## src/rtl/clkstop_pkg.sv

```systemverilog
package clkstop_pkg;
  typedef struct packed {
    logic t;
    logic c;
  } diff_pair_t;

  localparam int unsigned CNT_W = 4;
endpackage

```

## src/rtl/clkstop_phase.sv

```systemverilog
module clkstop_phase (
  input  logic clk_i,
  input  logic rst_ni,
  output logic phase_o,
  output logic cmp_rise_o,
  output logic true_rise_o
);
  logic phase_q;

  always_ff @(posedge clk_i or negedge rst_ni) begin
    if (!rst_ni) phase_q <= 1'b0;
    else         phase_q <= ~phase_q;
  end

  assign phase_o     = phase_q;
  // edge at which the complement output goes high
  assign cmp_rise_o  = phase_q;
  // edge at which the true output goes high
  assign true_rise_o = ~phase_q;
endmodule

```

## src/rtl/clkstop_sync.sv

```systemverilog
module clkstop_sync #(
  parameter int unsigned STAGES = 2
) (
  input  logic clk_i,
  input  logic rst_ni,
  input  logic en_i,
  input  logic d_i,
  output logic q_o
);
  logic [STAGES-1:0] sh_q;

  always_ff @(posedge clk_i or negedge rst_ni) begin
    if (!rst_ni)   sh_q <= '0;
    else if (en_i) sh_q <= {sh_q[STAGES-2:0], d_i};
  end

  assign q_o = sh_q[STAGES-1];
endmodule

```

## src/rtl/clkstop_gate.sv

```systemverilog
module clkstop_gate
  import clkstop_pkg::*;
(
  input  logic       clk_i,
  input  logic       rst_ni,
  input  logic       phase_i,
  input  logic       park_i,
  input  logic       dis_i,
  output logic       dis_o,
  output diff_pair_t pair_o
);
  logic dis_q;

  always_ff @(posedge clk_i or negedge rst_ni) begin
    if (!rst_ni) dis_q <= 1'b0;
    else         dis_q <= dis_i;
  end

  // park_i only changes on edges where phase_i goes high
  always_comb begin
    pair_o.t = ~dis_q & (phase_i | park_i);
    pair_o.c = ~dis_q & ~phase_i & ~park_i;
  end

  assign dis_o = dis_q;
endmodule

```

## src/rtl/clkstop_ctrl.sv

```systemverilog
module clkstop_ctrl
  import clkstop_pkg::*;
#(
  parameter int unsigned N_OUT       = 4,
  parameter int unsigned SYNC_STAGES = 2
) (
  input  logic             clk_i,
  input  logic             rst_ni,
  input  logic             stop_ni,
  input  logic             cfg_we_i,
  input  logic [N_OUT-1:0] cfg_mask_i,
  input  logic [N_OUT-1:0] out_dis_i,
  output logic [N_OUT-1:0] clk_t_o,
  output logic [N_OUT-1:0] clk_c_o
);
  logic             phase_q, cmp_rise, true_rise, stop_req;
  logic             stop_act_q;
  logic [N_OUT-1:0] cfg_q, amask_q, dis_q;

  clkstop_phase u_phase (
    .clk_i       (clk_i),
    .rst_ni      (rst_ni),
    .phase_o     (phase_q),
    .cmp_rise_o  (cmp_rise),
    .true_rise_o (true_rise)
  );

  clkstop_sync #(.STAGES(SYNC_STAGES)) u_sync (
    .clk_i  (clk_i),
    .rst_ni (rst_ni),
    .en_i   (cmp_rise),
    .d_i    (~stop_ni),
    .q_o    (stop_req)
  );

  always_ff @(posedge clk_i or negedge rst_ni) begin
    if (!rst_ni)       cfg_q <= '0;
    else if (cfg_we_i) cfg_q <= cfg_mask_i;
  end

  // stop state and mask snapshot move only at true-rising boundaries
  always_ff @(posedge clk_i or negedge rst_ni) begin
    if (!rst_ni) begin
      stop_act_q <= 1'b0;
      amask_q    <= '0;
    end else if (true_rise) begin
      stop_act_q <= stop_req;
      if (stop_req && !stop_act_q) amask_q <= cfg_q;
    end
  end

  for (genvar g = 0; g < N_OUT; g++) begin : g_out
    diff_pair_t pr;
    clkstop_gate u_gate (
      .clk_i   (clk_i),
      .rst_ni  (rst_ni),
      .phase_i (phase_q),
      .park_i  (stop_act_q & amask_q[g]),
      .dis_i   (out_dis_i[g]),
      .dis_o   (dis_q[g]),
      .pair_o  (pr)
    );
    assign clk_t_o[g] = pr.t;
    assign clk_c_o[g] = pr.c;
  end
endmodule

```

## config.mk

```make
export PLATFORM = sky130hd
export DESIGN_NAME = clkstop_ctrl
export DESIGN_NICKNAME = d
export VERILOG_FILES = /design/src/rtl/clkstop_pkg.sv /design/src/rtl/clkstop_phase.sv /design/src/rtl/clkstop_sync.sv /design/src/rtl/clkstop_gate.sv /design/src/rtl/clkstop_ctrl.sv
export SDC_FILE = /design/constraint.sdc
export NUM_CORES = 1
export LEC_CHECK = 0
export ABC_CLOCK_PERIOD_IN_PS = 1350
export BUFFER_PORTS_ARGS = -buffer_cell sky130_fd_sc_hd__buf_2
export CORE_MARGIN = 2
export CORE_UTILIZATION = 45
export DETAILED_ROUTE_END_ITERATION = 16
export PLACE_DENSITY = 0.72
export SYNTH_ARGS = -nofsm -noshare
export SYNTH_HDL_FRONTEND = slang
export SYNTH_SLANG_ARGS = --single-unit
```

## constraint.sdc

```tcl
create_clock -name clk_i -period 1.35 [get_ports clk_i]
set_input_delay 0.0675 -clock clk_i [delete_from_list [all_inputs] [get_ports clk_i]]
set_output_delay 0.0675 -clock clk_i [all_outputs]
set_load 0.02 [all_outputs]
```

# [Word-level counts from Yosys, hierarchy flattened]
# Cells that the tools add are included.
[totals] ff_bits=16 inputBits=12 out_inout_bits=8 word_cells=42
[op_classes] bitwise=30 reduce_logical=3
[ops] op="$and A1 B1 Y1" n=16
[ops] op="$not A1 Y1" n=10
[ops] op="$or A1 B1 Y1" n=4
[ops] op="$reduce_and A2 Y1" n=1
[ops] op="$logic_and A1 B1 Y1" n=1
[ops] op="$logic_not A1 Y1" n=1

# [Depth between registers and ports, before layout]
[depth] depth_word=3 depth_mapped=3

# [Cells and area by module]
# From an unflattened synthesis, not the netlist that was laid out.
[hier_totals] cells_unflattened=43 area_unflattened_um2=664.4
[modules_own_cells] module="clkstop_ctrl" instances=1 cells_per_inst=24 area_each_um2=395.4 seq_area_each_um2=225.2
[modules_own_cells] module="clkstop_gate" instances=4 cells_per_inst=3 area_each_um2=40.0 seq_area_each_um2=25.0
[modules_own_cells] module="clkstop_sync" instances=1 cells_per_inst=4 area_each_um2=72.6 seq_area_each_um2=50.0
[modules_own_cells] module="clkstop_phase" instances=1 cells_per_inst=3 area_each_um2=36.3 seq_area_each_um2=25.0

# [Least setup slack after synthesis]
# OpenSTA, ideal clock, no wires.
[synth_timing] path_kind="register -> register" startpoint="register stop_act_q" endpoint="register amask_q[0]" setup_time_ns=0.125 arrival_time_ns=1.017 setup_slack_ns=0.208 path_stages_with_launch=3 path_buffers=0 cell_sequence="dfrtp_1 > nor3b_4 > mux2_2"
[synth_between] elab_chain_len=3
[synth_lines] item="start, declared" line="clkstop_ctrl.sv:17" text="logic stop_act_q;"
[synth_lines] item="start signal, assigned" line="clkstop_ctrl.sv:47" text="stop_act_q <= stop_req;"
[synth_lines] item="$logic_not A1 Y1" line="clkstop_ctrl.sv:48" text="if (stop_req && !stop_act_q) amask_q <= cfg_q;"
[synth_lines] item="$logic_and A1 B1 Y1" line="clkstop_ctrl.sv:48"
[synth_lines] item="$reduce_and A2 Y1 (no source line)"
[synth_lines] item="end signal, assigned" line="clkstop_ctrl.sv:48"
[synth_lines] item="end, declared" line="clkstop_ctrl.sv:18" text="logic [N_OUT-1:0] cfg_q, amask_q, dis_q;"
# Every way passes these cells.
# A chain may end at the register's enable or synchronous reset.

# [Worst setup path after layout]
[layout_timing] startpoint="register u_phase.phase_q, in the netlist u_phase.cmp_rise_o" endpoint="output clk_c_o[1]"
[layout_between] elab_chain_len=3
[layout_lines] item="start, declared" line="clkstop_phase.sv:8" text="logic phase_q;"
[layout_lines] item="start signal, assigned" line="clkstop_phase.sv:12" text="else phase_q <= ~phase_q;"
[layout_lines] item="$not A1 Y1" line="clkstop_gate.sv:22" text="pair_o.c = ~dis_q & ~phase_i & ~park_i;"
[layout_lines] item="$and A1 B1 Y1 (2 in series)" line="clkstop_gate.sv:22"
[layout_lines] item="end, declared" line="clkstop_ctrl.sv:14" text="output logic [N_OUT-1:0] clk_c_o"
# Every way passes these cells.

==> results.sh <==
export IMPL_status="complete, no violations"
export IMPL_p_seq_share_pct=58.0
export IMPL_min_period_ns=1.30
export IMPL_first_pass_iters=3
export IMPL_first_iter_violations=2
export IMPL_die_w_um=40.8
export IMPL_pwr_share_comb_pct=10.0
export IMPL_start_util_pct=47.3
export IMPL_worstMarginPinSlew_ns=0.356
export IMPL_grt_max_degree=17
export IMPL_drv_slew=0
export IMPL_ys_types=10
export IMPL_avgViaCountPerCell=4.79
export IMPL_die_h_um=40.8
export IMPL_drc=0
export IMPL_timing_fmax_ghz=0.766
export IMPL_grtUsageTotal_pct=14.9
export IMPL_hold_violations=0
export IMPL_power_mw=0.969
export IMPL_synthCells=46
export IMPL_ys_seq_area_share_pct=65.8
export IMPL_cp_max_fo=10
export IMPL_syn_avg_cell_area_um2=13.2
export IMPL_numPortBuffers=19
export IMPL_clockBufferDepth=2
export IMPL_cts_root_buf="clkbuf_4"
export IMPL_switching_power_mw=0.220
export IMPL_grt_pass1_vias=367
export IMPL_most_common_layout_cells="dfrtp_1, buf_2, mux2_2"
export IMPL_hp_class="input port to flop"
export IMPL_hold_ws_ns=0.00494
export IMPL_p_leak_nw=0.418
export IMPL_cts_sinks=16
export IMPL_gr_total_overflow=0
export IMPL_synthesis_area_um2=608
export IMPL_cap_violations=0
export IMPL_antenna_found_initial=0
export IMPL_cts_tree="done"
export IMPL_fin_crit_sh_pct=96.7
export IMPL_ioPinCount=20
export IMPL_path_class="flop to primary output"
export IMPL_power_per_cell_area_mw_per_mm2=1080
export IMPL_ys_warn_count=0
export IMPL_fin_ws_ns=0.0450
export IMPL_fin_worst_skew_ns=0.00205
export IMPL_path_cells="buf_6 -> a21oi_2 -> nor2b_1 -> buf_4"
export IMPL_nets=90
export IMPL_rows=13
export IMPL_crit_arrival_ns=1.24
export IMPL_clock_latency_ns=0.29
export IMPL_required_ns=1.28
export IMPL_die_area_mm2=0.00166
export IMPL_wire_per_inst_um=11.7
export IMPL_swShare_pct=22.6
export IMPL_p_int_mw=0.750
export IMPL_cp_end_kind="primary output"
export IMPL_crit_path_max_incr_delay_ns=0.39
export IMPL_htreeDepth=1
export IMPL_n_antenna_cell=0
export IMPL_path_clk_slew_ns=0.09
export IMPL_drive_gt1_share_pct=54.5
export IMPL_dr_total_vias=441
export IMPL_p_clk_share_pct=32.0
export IMPL_setup_viol=0
export IMPL_area_growth_pct=48.1
export IMPL_vdd_drop_max_v=0.000629
export IMPL_place_worst_setup_slack_ns=0.120
export IMPL_startpoint_type="flop"
export IMPL_syn_nets=58
export IMPL_hpwl_um=723
export IMPL_finalSetupTns_ns=0
export IMPL_rsz0062_at_grt="true"
export IMPL_grt_pass1_wl_mm=1.52
export IMPL_coreArea_mm2=0.00128
export IMPL_routed_wirelength_mm=1.08
export IMPL_numCtsBuffers=3
export IMPL_gp_congestion=0.699
export IMPL_drtAntennaViolNets=0
export IMPL_crit_path_top_delay_cell="dfrtp_1"
export IMPL_ys_ff_latch=16
export IMPL_relSlewSlack_pct=76.3
-- worst max-delay path, delay by kind of cell (launching register included) --
kind | cells | cell delay [ns]
DFF | 1 | 0.39
and+or+nand+nor | 1 | 0.14
buffers and inverters | 2 | 0.30
AOI/OAI and AO/OA | 1 | 0.12
-- logic make-up after synthesis --
kind of cell           share of synthesized area (%)
DFF                                             65.8
and+or+nand+nor                                 13.8
muxes                                           14.8
AOI/OAI and AO/OA                               4.11
buffers and inverters                           1.44
-- layer usage --
layer | GRT usage (%) | share of wire (%)
met3 | 1.63 | 2.9
met5 | 0 | 0
met4 | 12.5 | 3.3
met2 | 23.0 | 46
met1 | 18.5 | 47
-- Yosys cell counts --
library cell | instances | area (um^2)
nand2_1 | 4 | 15.0
a21oi_1 | 5 | 25.0
inv_1 | 1 | 3.75
mux2_2 | 8 | 90.1
nor2b_1 | 4 | 25.0
nor3b_4 | 1 | 18.8
nand2b_1 | 1 | 6.26
dfrtp_1 | 16 | 400
buf_2 | 1 | 5.00
nor2_1 | 5 | 18.8
-- metrics by stage --
| step | cell area, um^2 | util [%] | cells |
|---|---|---|---|
| final | 901 | 70.1 | 92 |
| after global routing | 901 | 70.1 | 92 |
| after CTS | 852 | 66.3 | 91 |
| after detailed placement | 724 | 56.4 | 80 |
| after global placement | 724 | 56.4 | 80 |
| after floorplan | 608 | - | 46 |
-- flip-flops by register name (all words and copies together), names as in the netlist --
register	count
g_out.u_gate.dis_o	4
stop_act_q	1
u_phase.cmp_rise_o	1
amask_q	4
cfg_q	4
u_sync.sh_q	2
-- final cells by class --
cell class / count / area (um^2)
repair buffers: 28 / 201
clock buffers: 4 / 36.3
fillers: 101 / 384
inverters: 1 / 3.75
multi-input cells: 28 / 239
well taps: 15 / 18.8
flip-flops and latches: 16 / 402
-- final timing paths --
path / to / slack (ns) / cells after the start / from
hold reg to reg: u_sync.sh_q[1] / 0.50 / 2 / u_sync.sh_q[0]
max in group asynchronous: stop_act_q / 0.86 / 2 / rst_ni
setup reg to reg: amask_q[0] / 0.07 / 3 / u_phase.cmp_rise_o
min in group asynchronous: cfg_q[2] / 0.21 / 2 / rst_ni
setup / recovery: clk_c_o[1] / 0.05 / 4 / u_phase.cmp_rise_o
hold / removal: cfg_q[3] / 0.005 / 2 / cfg_mask_i[3]
-- timing repair --
action,4_1_cts,5_1_grt
pin swaps,0,1
setup buffers,1,0
resized for setup,8,10
hold buffers,6,1
endpoints found under the setup margin,4,4
hold endpoints to repair,21,1
gates cloned,0,0
-- power by group through the flow --
stage | logic, mW | clock network (mW) | registers (mW)
CTS | 0.0958 | 0.321 | 0.558
global route | 0.107 | 0.341 | 0.570
floorplan | 0.0484 | 0 | 0.552
detailed placement | 0.0824 | 0 | 0.561
finish | 0.0968 | 0.310 | 0.562
global placement | 0.0798 | 0 | 0.560
Note: power is estimated with default switching activity, not from simulation.
